`config.mk`:
```
export PLATFORM = sky130hd
export DESIGN_NAME = scpu_core
export DESIGN_NICKNAME = d
export VERILOG_FILES = /design/src/rtl/scpu_pkg.sv /design/src/rtl/scpu_control.sv /design/src/rtl/scpu_regfile.sv /design/src/rtl/scpu_alu.sv /design/src/rtl/scpu_datapath.sv /design/src/rtl/scpu_core.sv
export SDC_FILE = /design/constraint.sdc
export NUM_CORES = 2
export LEC_CHECK = 0
export BUFFER_PORTS_ARGS = -buffer_cell sky130_fd_sc_hd__buf_4
export CELL_PAD_IN_SITES_DETAIL_PLACEMENT = 0
export CELL_PAD_IN_SITES_GLOBAL_PLACEMENT = 2
export CORE_MARGIN = 10
export CORE_UTILIZATION = 30
export DETAILED_ROUTE_END_ITERATION = 6
export PLACE_DENSITY = 0.66
export SLEW_MARGIN = 15
export SYNTH_ARGS = -nofsm -noshare
export SYNTH_HDL_FRONTEND = slang
export SYNTH_SLANG_ARGS = --single-unit
```
`constraint.sdc`:
```
create_clock -name clk -period 8.61 [get_ports clk]
set_input_delay 0.4305 -clock clk [delete_from_list [all_inputs] [get_ports clk]]
set_output_delay 0.4305 -clock clk [all_outputs]
set_load 0.01 [all_outputs]
```
`src/rtl/scpu_pkg.sv`:
```
package scpu_pkg;
  localparam int XLEN      = 32;
  localparam int REG_NUM   = 32;
  localparam int REG_IDX_W = $clog2(REG_NUM);
  localparam int IMM_W     = 16;

  localparam logic [5:0] OP_ALU   = 6'b000000;
  localparam logic [5:0] OP_LOAD  = 6'b100011;
  localparam logic [5:0] OP_STORE = 6'b101011;
  localparam logic [5:0] OP_BEQ   = 6'b000100;

  localparam logic [5:0] FN_ADD = 6'h20;
  localparam logic [5:0] FN_SUB = 6'h22;
  localparam logic [5:0] FN_AND = 6'h24;
  localparam logic [5:0] FN_OR  = 6'h25;
  localparam logic [5:0] FN_SLT = 6'h2A;

  typedef enum logic [2:0] {
    ALU_ADD, ALU_SUB, ALU_AND, ALU_OR, ALU_SLT, ALU_XOR
  } aluOpE;

  // How the ALU operation is chosen for the current instruction
  typedef enum logic [1:0] {
    MODE_ADDR,   // address generation: add
    MODE_CMP,    // branch compare: xor
    MODE_FUNCT,  // taken from the function field
    MODE_NONE
  } aluModeE;

  typedef struct packed {
    logic    regWrite;
    logic    regDst;    // 1: destination from bits [15:11], 0: from [20:16]
    logic    aluSrc;    // 1: second operand is the extended immediate
    logic    memRead;
    logic    memWrite;
    logic    memToReg;  // 1: write back the memory word
    logic    branch;
    aluModeE aluMode;
  } ctrlT;
endpackage

```
`src/rtl/scpu_control.sv`:
```
module scpu_control
  import scpu_pkg::*;
(
  input  logic [5:0] opcode,
  input  logic [5:0] funct,
  input  logic [4:0] shamt,
  output ctrlT       ctrl,
  output aluOpE      aluOp
);
  logic  fnValid;
  aluOpE fnOp;

  // Secondary decode of the function field
  always_comb begin
    fnValid = (shamt == '0);
    fnOp    = ALU_ADD;
    unique case (funct)
      FN_ADD:  fnOp = ALU_ADD;
      FN_SUB:  fnOp = ALU_SUB;
      FN_AND:  fnOp = ALU_AND;
      FN_OR:   fnOp = ALU_OR;
      FN_SLT:  fnOp = ALU_SLT;
      default: fnValid = 1'b0;
    endcase
  end

  // Primary decode of the opcode
  always_comb begin
    ctrl = '{regWrite: 1'b0, regDst: 1'b0, aluSrc: 1'b0, memRead: 1'b0,
             memWrite: 1'b0, memToReg: 1'b0, branch: 1'b0, aluMode: MODE_NONE};
    unique case (opcode)
      OP_ALU: begin
        ctrl.regWrite = fnValid;
        ctrl.regDst   = 1'b1;
        ctrl.aluMode  = MODE_FUNCT;
      end
      OP_LOAD: begin
        ctrl.regWrite = 1'b1;
        ctrl.aluSrc   = 1'b1;
        ctrl.memRead  = 1'b1;
        ctrl.memToReg = 1'b1;
        ctrl.aluMode  = MODE_ADDR;
      end
      OP_STORE: begin
        ctrl.aluSrc   = 1'b1;
        ctrl.memWrite = 1'b1;
        ctrl.aluMode  = MODE_ADDR;
      end
      OP_BEQ: begin
        ctrl.branch  = 1'b1;
        ctrl.aluMode = MODE_CMP;
      end
      default: ;
    endcase
  end

  always_comb begin
    unique case (ctrl.aluMode)
      MODE_CMP:   aluOp = ALU_XOR;
      MODE_FUNCT: aluOp = fnOp;
      default:    aluOp = ALU_ADD;
    endcase
  end
endmodule

```
`src/rtl/scpu_regfile.sv`:
```
module scpu_regfile #(
  parameter int WIDTH = 32,
  parameter int COUNT = 32,
  localparam int IDX_W = $clog2(COUNT)
) (
  input  logic             clk,
  input  logic             rst,
  input  logic [IDX_W-1:0] rdAddrA,
  input  logic [IDX_W-1:0] rdAddrB,
  output logic [WIDTH-1:0] rdDataA,
  output logic [WIDTH-1:0] rdDataB,
  input  logic             wrEn,
  input  logic [IDX_W-1:0] wrAddr,
  input  logic [WIDTH-1:0] wrData
);
  logic [COUNT-1:0][WIDTH-1:0] regBank;

  for (genvar g = 0; g < COUNT; g++) begin : gReg
    if (g == 0) begin : gZero
      assign regBank[g] = '0;
    end else begin : gStore
      logic [WIDTH-1:0] q;
      always_ff @(posedge clk) begin
        if (rst)                                   q <= '0;
        else if (wrEn && wrAddr == IDX_W'(g))      q <= wrData;
      end
      assign regBank[g] = q;
    end
  end

  assign rdDataA = regBank[rdAddrA];
  assign rdDataB = regBank[rdAddrB];
endmodule

```
`src/rtl/scpu_alu.sv`:
```
module scpu_alu
  import scpu_pkg::*;
#(
  parameter int WIDTH = 32
) (
  input  aluOpE            op,
  input  logic [WIDTH-1:0] a,
  input  logic [WIDTH-1:0] b,
  output logic [WIDTH-1:0] result,
  output logic             zero
);
  always_comb begin
    unique case (op)
      ALU_ADD: result = a + b;
      ALU_SUB: result = a - b;
      ALU_AND: result = a & b;
      ALU_OR:  result = a | b;
      ALU_SLT: result = {{(WIDTH-1){1'b0}}, ($signed(a) < $signed(b))};
      ALU_XOR: result = a ^ b;
      default: result = '0;
    endcase
  end

  assign zero = (result == '0);
endmodule

```
`src/rtl/scpu_datapath.sv`:
```
module scpu_datapath
  import scpu_pkg::*;
#(
  parameter int          WIDTH    = XLEN,
  parameter int          COUNT    = REG_NUM,
  parameter logic [31:0] RESET_PC = 32'h0,
  localparam int IDX_W = $clog2(COUNT)
) (
  input  logic             clk,
  input  logic             rst,
  input  ctrlT             ctrl,
  input  aluOpE            aluOp,
  input  logic [31:0]      instr,
  output logic [WIDTH-1:0] pc,
  output logic [WIDTH-1:0] dmemAddr,
  output logic [WIDTH-1:0] dmemWData,
  output logic             dmemWe,
  output logic             dmemRe,
  input  logic [WIDTH-1:0] dmemRData,
  output logic             regWeEff,
  output logic [IDX_W-1:0] regWAddr,
  output logic [WIDTH-1:0] regWData
);
  logic [IDX_W-1:0] rsIdx, rtIdx, rdIdx;
  logic [IMM_W-1:0] imm;
  logic [WIDTH-1:0] immExt, branchOff;
  logic [WIDTH-1:0] srcA, srcB, aluB, aluRes;
  logic [WIDTH-1:0] pcPlus4, pcTarget, pcNext;
  logic             aluZero, pcSrc;

  assign rsIdx = instr[25:21];
  assign rtIdx = instr[20:16];
  assign rdIdx = instr[15:11];
  assign imm   = instr[15:0];

  assign immExt    = {{(WIDTH-IMM_W){imm[IMM_W-1]}}, imm};
  assign branchOff = {immExt[WIDTH-3:0], 2'b00};

  scpu_regfile #(.WIDTH(WIDTH), .COUNT(COUNT)) u_regfile (
    .clk     (clk),
    .rst     (rst),
    .rdAddrA (rsIdx),
    .rdAddrB (rtIdx),
    .rdDataA (srcA),
    .rdDataB (srcB),
    .wrEn    (regWeEff),
    .wrAddr  (regWAddr),
    .wrData  (regWData)
  );

  assign aluB = ctrl.aluSrc ? immExt : srcB;

  scpu_alu #(.WIDTH(WIDTH)) u_alu (
    .op     (aluOp),
    .a      (srcA),
    .b      (aluB),
    .result (aluRes),
    .zero   (aluZero)
  );

  // Write-back selection; register 0 is never a real target
  assign regWAddr = ctrl.regDst ? rdIdx : rtIdx;
  assign regWData = ctrl.memToReg ? dmemRData : aluRes;
  assign regWeEff = ctrl.regWrite && (regWAddr != '0);

  assign dmemAddr  = aluRes;
  assign dmemWData = srcB;
  assign dmemWe    = ctrl.memWrite;
  assign dmemRe    = ctrl.memRead;

  // Next-PC selection
  assign pcPlus4  = pc + WIDTH'(4);
  assign pcTarget = pcPlus4 + branchOff;
  assign pcSrc    = ctrl.branch && aluZero;
  assign pcNext   = pcSrc ? pcTarget : pcPlus4;

  always_ff @(posedge clk) begin
    if (rst) pc <= WIDTH'(RESET_PC);
    else     pc <= pcNext;
  end
endmodule

```
`src/rtl/scpu_core.sv`:
```
module scpu_core
  import scpu_pkg::*;
(
  input  logic        clk,
  input  logic        rst,
  output logic [31:0] imemAddr,
  input  logic [31:0] imemData,
  output logic [31:0] dmemAddr,
  output logic [31:0] dmemWData,
  output logic        dmemWe,
  output logic        dmemRe,
  input  logic [31:0] dmemRData,
  output logic [31:0] dbgPc,
  output logic        dbgRegWe,
  output logic [4:0]  dbgRegAddr,
  output logic [31:0] dbgRegData
);
  ctrlT        ctrl;
  aluOpE       aluOp;
  logic [31:0] pc;

  scpu_control u_control (
    .opcode (imemData[31:26]),
    .funct  (imemData[5:0]),
    .shamt  (imemData[10:6]),
    .ctrl   (ctrl),
    .aluOp  (aluOp)
  );

  scpu_datapath #(.WIDTH(XLEN), .COUNT(REG_NUM)) u_datapath (
    .clk       (clk),
    .rst       (rst),
    .ctrl      (ctrl),
    .aluOp     (aluOp),
    .instr     (imemData),
    .pc        (pc),
    .dmemAddr  (dmemAddr),
    .dmemWData (dmemWData),
    .dmemWe    (dmemWe),
    .dmemRe    (dmemRe),
    .dmemRData (dmemRData),
    .regWeEff  (dbgRegWe),
    .regWAddr  (dbgRegAddr),
    .regWData  (dbgRegData)
  );

  assign imemAddr = pc;
  assign dbgPc    = pc;
endmodule

```
Word-level counts from Yosys, hierarchy flattened
Index checks and enable logic that the tools add are counted.
W data, S select, Z words.
{"block": "word_totals", "ff_bits": 1024, "in_bits": 66, "output_inout_bits": 168, "elab_cells": 147}
{"block": "op_classes", "add_sub_neg": 4, "n_lt_le_gt_ge": 3, "n_eq_ne": 46, "mux": 19, "bitwise": 3, "n_reduce_logical": 40}
{"operator": "$bmux W32 S5", "n": 2}
{"operator": "$pmux W32 S6", "n": 1}
{"operator": "$mux W32", "n": 5}
{"operator": "$eq A5 B5 Y1 const B", "n": 16}
{"operator": "$add A32 B32 Y32", "n": 2}
{"operator": "$eq A6 B6 Y1 const B", "n": 7}
{"operator": "$eq A5 B4 Y1 const B", "n": 8}
{"operator": "$logic_and A1 B1 Y1", "n": 33}
{"operator": "$add A32 B3 Y32 const B", "n": 1}
{"operator": "$and A32 B32 Y32", "n": 1}
{"operator": "$logic_not A32 Y1", "n": 1}
{"operator": "$lt A32 B32 Y1", "n": 1}
{"operator": "$or A32 B32 Y32", "n": 1}
{"operator": "$sub A32 B32 Y32", "n": 1}
{"operator": "$xor A32 B32 Y32", "n": 1}
{"operator": "$eq A5 B3 Y1 const B", "n": 4}
{"operator": "$lt A5 B6 Y1 const B", "n": 2}
{"operator": "$pmux W3 S4", "n": 1}
{"operator": "$eq A5 B2 Y1 const B", "n": 2}
{"operator": "$eq A3 B2 Y1 const B", "n": 2}
{"operator": "$eq A3 B3 Y1 const B", "n": 2}
{"operator": "$eq A6 B3 Y1 const B", "n": 1}
{"operator": "$logic_not A6 Y1", "n": 1}
{"operator": "$mux W1", "n": 6}
{"operator": "other kinds (13)", "n": 13}

Longest topological paths before layout
{"block": "depth", "depth_word": 10, "depth_mapped": 26}

Modules after synthesis
Synthesis repeated with hierarchy kept, for this count alone.
{"block": "hier_totals", "hier_cells": 8000, "hier_area_um2": 61323.8}
{"module": "scpu_regfile", "instances": 1, "cells_per_inst": 6580, "area_each_um2": 51308.0, "seq_area_each_um2": 19859.0}
{"module": "scpu_alu", "instances": 1, "cells_per_inst": 844, "area_each_um2": 5546.6, "seq_area_each_um2": 0.0}
{"module": "scpu_datapath", "instances": 1, "cells_per_inst": 512, "area_each_um2": 4007.6, "seq_area_each_um2": 600.6}
{"module": "scpu_core", "instances": 1, "cells_per_inst": 32, "area_each_um2": 240.2, "seq_area_each_um2": 0.0}
{"module": "scpu_control", "instances": 1, "cells_per_inst": 32, "area_each_um2": 221.5, "seq_area_each_um2": 0.0}

Worst setup path after synthesis
Ideal clock, no wire load.
{"block": "synth_path", "path_kind": "input -> register", "start": "input port imemData[16]", "end": "register u_datapath.pc[17]", "t_arrival_ps": 6862, "slack_ps": 1626, "path_stages": 24, "n_path_buf": 7, "cell_sequence": "clkbuf_1 -> clkbuf_1 -> clkbuf_1 -> clkbuf_1 -> mux4_2 -> mux4_2 -> mux2i_1 -> o21a_1 -> ha_1 -> buf_2 -> o21ba_1 -> or4_1 -> a211oi_4 -> a21oi_2 -> o41ai_2 -> a2111oi_0 -> a211o_1 -> nor3_1 -> and4_1 -> nand4_4 -> or3_1 -> buf_2 -> buf_6 -> mux2_4"}
{"block": "synth_via", "elab_chain_len": 8}
{"item": "start, declared", "line": "scpu_core.sv:7", "source": "input logic [31:0] imemData,"}
{"item": "$bmux W32 S5 (*)", "line": "scpu_regfile.sv:32", "source": "assign rdDataB = regBank[rdAddrB];"}
{"item": "$mux W32 (implied by the code) (*)", "line": "scpu_regfile.sv:32"}
{"item": "$mux W32 (*)", "line": "scpu_datapath.sv:51", "source": "assign aluB = ctrl.aluSrc ? immExt : srcB;"}
{"item": "$sub A32 B32 Y32 (tied with other cells)", "line": "scpu_alu.sv:15", "source": "ALU_SUB: result = a - b;"}
{"item": "$pmux W32 S6 (*)", "line": "scpu_alu.sv:13", "source": "unique case (op)"}
{"item": "via dmemAddr[26]", "line": "scpu_core.sv:8", "source": "output logic [31:0] dmemAddr,"}
{"item": "$logic_not A32 Y1 (*)", "line": "scpu_alu.sv:24", "source": "assign zero = (result == '0);"}
{"item": "$logic_and A1 B1 Y1 (*)", "line": "scpu_datapath.sv:74", "source": "assign pcSrc = ctrl.branch && aluZero;"}
{"item": "$mux W32 (*)", "line": "scpu_datapath.sv:75", "source": "assign pcNext = pcSrc ? pcTarget : pcPlus4;"}
{"item": "end signal, assigned", "line": "scpu_datapath.sv:78", "source": "if (rst) pc <= WIDTH'(RESET_PC);"}
{"item": "end signal, assigned", "line": "scpu_datapath.sv:79", "source": "else pc <= pcNext;"}
{"item": "end, declared", "line": "scpu_datapath.sv:14", "source": "output logic [WIDTH-1:0] pc,"}
Mark *: on every way through the listed nets, which the timed path passes. The rest lies on a longest branch. The select of a mux whose other input is x is not followed.
A chain may end at the register's enable or synchronous reset.

Worst setup path after layout
{"block": "layout_path", "start": "input port imemData[17]", "end": "output port dmemAddr[31]"}
{"block": "layout_via", "elab_chain_len": 5}
{"item": "$bmux W32 S5 (*)", "line": "scpu_regfile.sv:32"}
{"item": "$mux W32 (implied by the code) (*)", "line": "scpu_regfile.sv:32"}
{"item": "$mux W32 (*)", "line": "scpu_datapath.sv:51"}
{"item": "$sub A32 B32 Y32 (tied with other cells)", "line": "scpu_alu.sv:15"}
{"item": "$pmux W32 S6 (*)", "line": "scpu_alu.sv:13"}
{"item": "end, declared", "line": "scpu_core.sv:8"}
Mark *: on every way between the ends. The rest lies on a longest branch, timed or not. The select of a mux whose other input is x is not followed.

==> summary.txt <==
Clock network
  – Num Clock Sinks: 1,022
  – CTS max path bufs: 3
  – CTS tree: yes
  – Cts bufs inserted: 121
  – Htree depth: 3
  – Root Driver: clkbuf_16
  – Cts hold-fix bufs: 0
  – Clock transition at the registers of the reported paths: 0.06 ns
  – Clock latency at the later pin of the worst-skew pair: 0.78 ns
  – CTS resizes: 0
  – Post CTS Setup Buffer Count: 0

Routing
  – DR pass1 iterations: 7
  – Vias per cell: 5.73
  – Post-detailed-route DRC marker count: 2
  – Total vias in the final route: 54,700
  – Post-route ant nets: 0
  – Wirelength per Cell: 30.8 µm
  – Drt initial violations: 6,902
  – Final wirelength: 294,000 µm

Placement
  – IO buf count: 229
  – DP Wirelength: 183,000 µm
  – DP Cell Count: 9,319
  – Post-Place Worst Slack: 0.674 ns
  – Placer Congestion: 0.924

Final layout
  – NumNets Final: 7,002
  – Fin util: 0.348
  – Layout cell share with drive strength beyond 1: 0.211
  – Multi-input gate area: 36,700 µm²
  – Layout area overhead: 15.0%
  – Reg area: 20,500 µm²
  – Fin cells: 9,544
  – Final-layout fill cell count: 20,400

Floorplan
  – I/O pin cnt: 234
  – Die W: 466 µm
  – # rows: 163
  – Die height: 466 µm
  – Die area: 218,000 µm²
  – Area of the core: 198,000 µm²
  – Starting Density: 0.302

Run status
  – Failing checks: DRC
  – Status: finished, violations left

Logic synthesis
  – Most common cell in the netlist: nand2_1
  – Yosys reg bits: 1,022
  – Synth warn: 0
  – Synth async-reset ratio: 0
  – Post-Syn Instances: 6,902
  – Top cells by area, synth: dfxtp_1, mux4_2, nand2_1
  – Synthesized area per cell: 8.66 µm²
  – Top_reg_cell synth: dfxtp_1
  – Netlist cell types: 89
  – Mapped cell area: 59,800 µm²
  – Most frequent cells after synthesis: nand2_1, a21oi_1, dfxtp_1
  – Post-synth top area share: 0.342
  – Seq/Total Area, Yosys: 0.342
  – Post-synth EDFFs: 0
  – Synth area leader: dfxtp_1

Power
  – Pleak: 24.1 nW
  – Power per cell area: 158 nW/µm²
  – Maximum VDD drop: 0.152 mV

Global route
  – Total track usage: 0.259
  – Vias in the first global route: 51,800
  – Largest net degree at the start of global routing: 204
  – Total grt overflow: 0
  – Initial antenna violation count: 10
  – First-pass GRT wire length: 409,000 µm

Setup path
  – CP startpoint kind: primary input
  – CP Cell Sequence: buf_8, buf_4, mux4_2, mux4_2, mux2i_1, a21o_1, ha_1, or3_1, or3_1, nor4_1, o211ai_1, a21oi_1, o22ai_1, mux2i_1, nand3_1, buf_4, buf_4
  – Critical path peak fanout: 50
  – CP endpoint kind: output pin
  – Slowest-stage cell, CP: mux2i_1
  – Most used cell, CP: buf_4
  – Worst EP arrival: 7.14 ns
  – Crit Path Class: primary input to output pin
  – Worst EP required: 8.18 ns
  – Critical path's largest stage delay: 0.79 ns

Timing
  – RSZ-0062 raised after global routing: no
  – Final setup vio count: 0
  – Slew of the pin with the lowest slew margin: 1.24 ns
  – Min cycle time layout: 7.58 ns
  – Fmax: 132 MHz
  – Final Skew: 0.0484 ns
  – Slew headroom: 0.172
  – Final hold viol count: 0
  – Pins Over Slew Limit: 0
  – Period utilisation layout: 0.880
  – Final setup TNS: 0 ns
  – Setup WS post-layout: 1.03 ns

Hold path
  – Worst Hold Class: primary input to flip-flop

Job
  – Max-cap violations: 0
[flip-flops by register name, summed over array words and instances, names as in the netlist]
signal                              count
u_datapath.pc                          30
u_datapath.u_regfile.gReg.gStore.q    992
[logic make-up after synthesis]
family	count (synthesis)	synth area share
xor+xnor	60	0.00879
other cells	1	0.0000627
flops	1022	0.342
compound gates	1524	0.146
buf+inv	822	0.0543
fa+ha+maj	134	0.0284
simple gates	2593	0.172
mux	746	0.248
[final timing paths]
kind                                                   from                                         to  slack (ns)  depth (start not counted)
setup reg to reg  u_datapath.u_regfile.gReg[15].gStore.q[2]                          u_datapath.pc[25]        1.58                         19
hold / removal                                          rst  u_datapath.u_regfile.gReg[16].gStore.q[6]        0.19                          2
hold reg to reg   u_datapath.u_regfile.gReg[5].gStore.q[23]  u_datapath.u_regfile.gReg[5].gStore.q[23]        0.46                          2
setup / recovery                               imemData[17]                               dmemAddr[31]        1.03                         17
[stage by stage]
stage               hold WS, ns  area (µm²)  total power [mW]
global placement          0.447       64700              5.62
finish                    0.194       68800              10.9
floorplan                 0.438       59800              5.31
global route              0.192       68800              11.1
detailed placement        0.456       64700              5.62
CTS                       0.178       68800              10.9
[power breakdown]
part,internal (mW),total (mW),switching (mW)
registers,4.73,4.73,0.00358
logic,0.247,0.778,0.532
clock network,3.10,5.34,2.25
[layout by cell type, fill, tap and decap left out, types with 37 or more instances in the layout]
cell	Yosys	layout
o21ai_0	71	71
buf_4	36	408
xnor2_1	42	42
nor2_4	0	41
mux2i_1	61	57
mux2_2	105	105
a21o_1	38	38
a21oi_1	1102	1093
nor3_1	37	37
clkbuf_16	0	122
nor2_1	203	153
nand2_1	2164	2133
inv_1	157	157
ha_1	131	131
a22o_1	65	65
mux4_2	576	576
nand3_1	43	43
dfxtp_1	1022	1022
[final cells by class]
type                    count  share of cell area
repair buffers            437              0.0525
inverters                 159             0.00868
multi-input cells        5061               0.534
well taps                2640              0.0480
flip-flops and latches   1022               0.298
clock inverters            44             0.00684
diodes                      4            0.000146
clock buffers             177              0.0521
[metal layers]
| layer | GRT usage | routed length, µm |
|---|---|---|
| met4 | 0.0999 | 12900 |
| met5 | 0 | 10 |
| met2 | 0.399 | 130000 |
| met1 | 0.361 | 128000 |
| met3 | 0.0431 | 23800 |
[worst max-delay path: cells and delay by family]
kind / cells / cell delay [ns]
multiplexers: 4 / 2.05
AND/OR/NAND/NOR: 4 / 1.79
buffers and inverters: 4 / 1.32
AO/OA/AOI/OAI: 4 / 1.09
adder cells (fa/ha/maj): 1 / 0.40
Power figures use the tool's default switching activity.
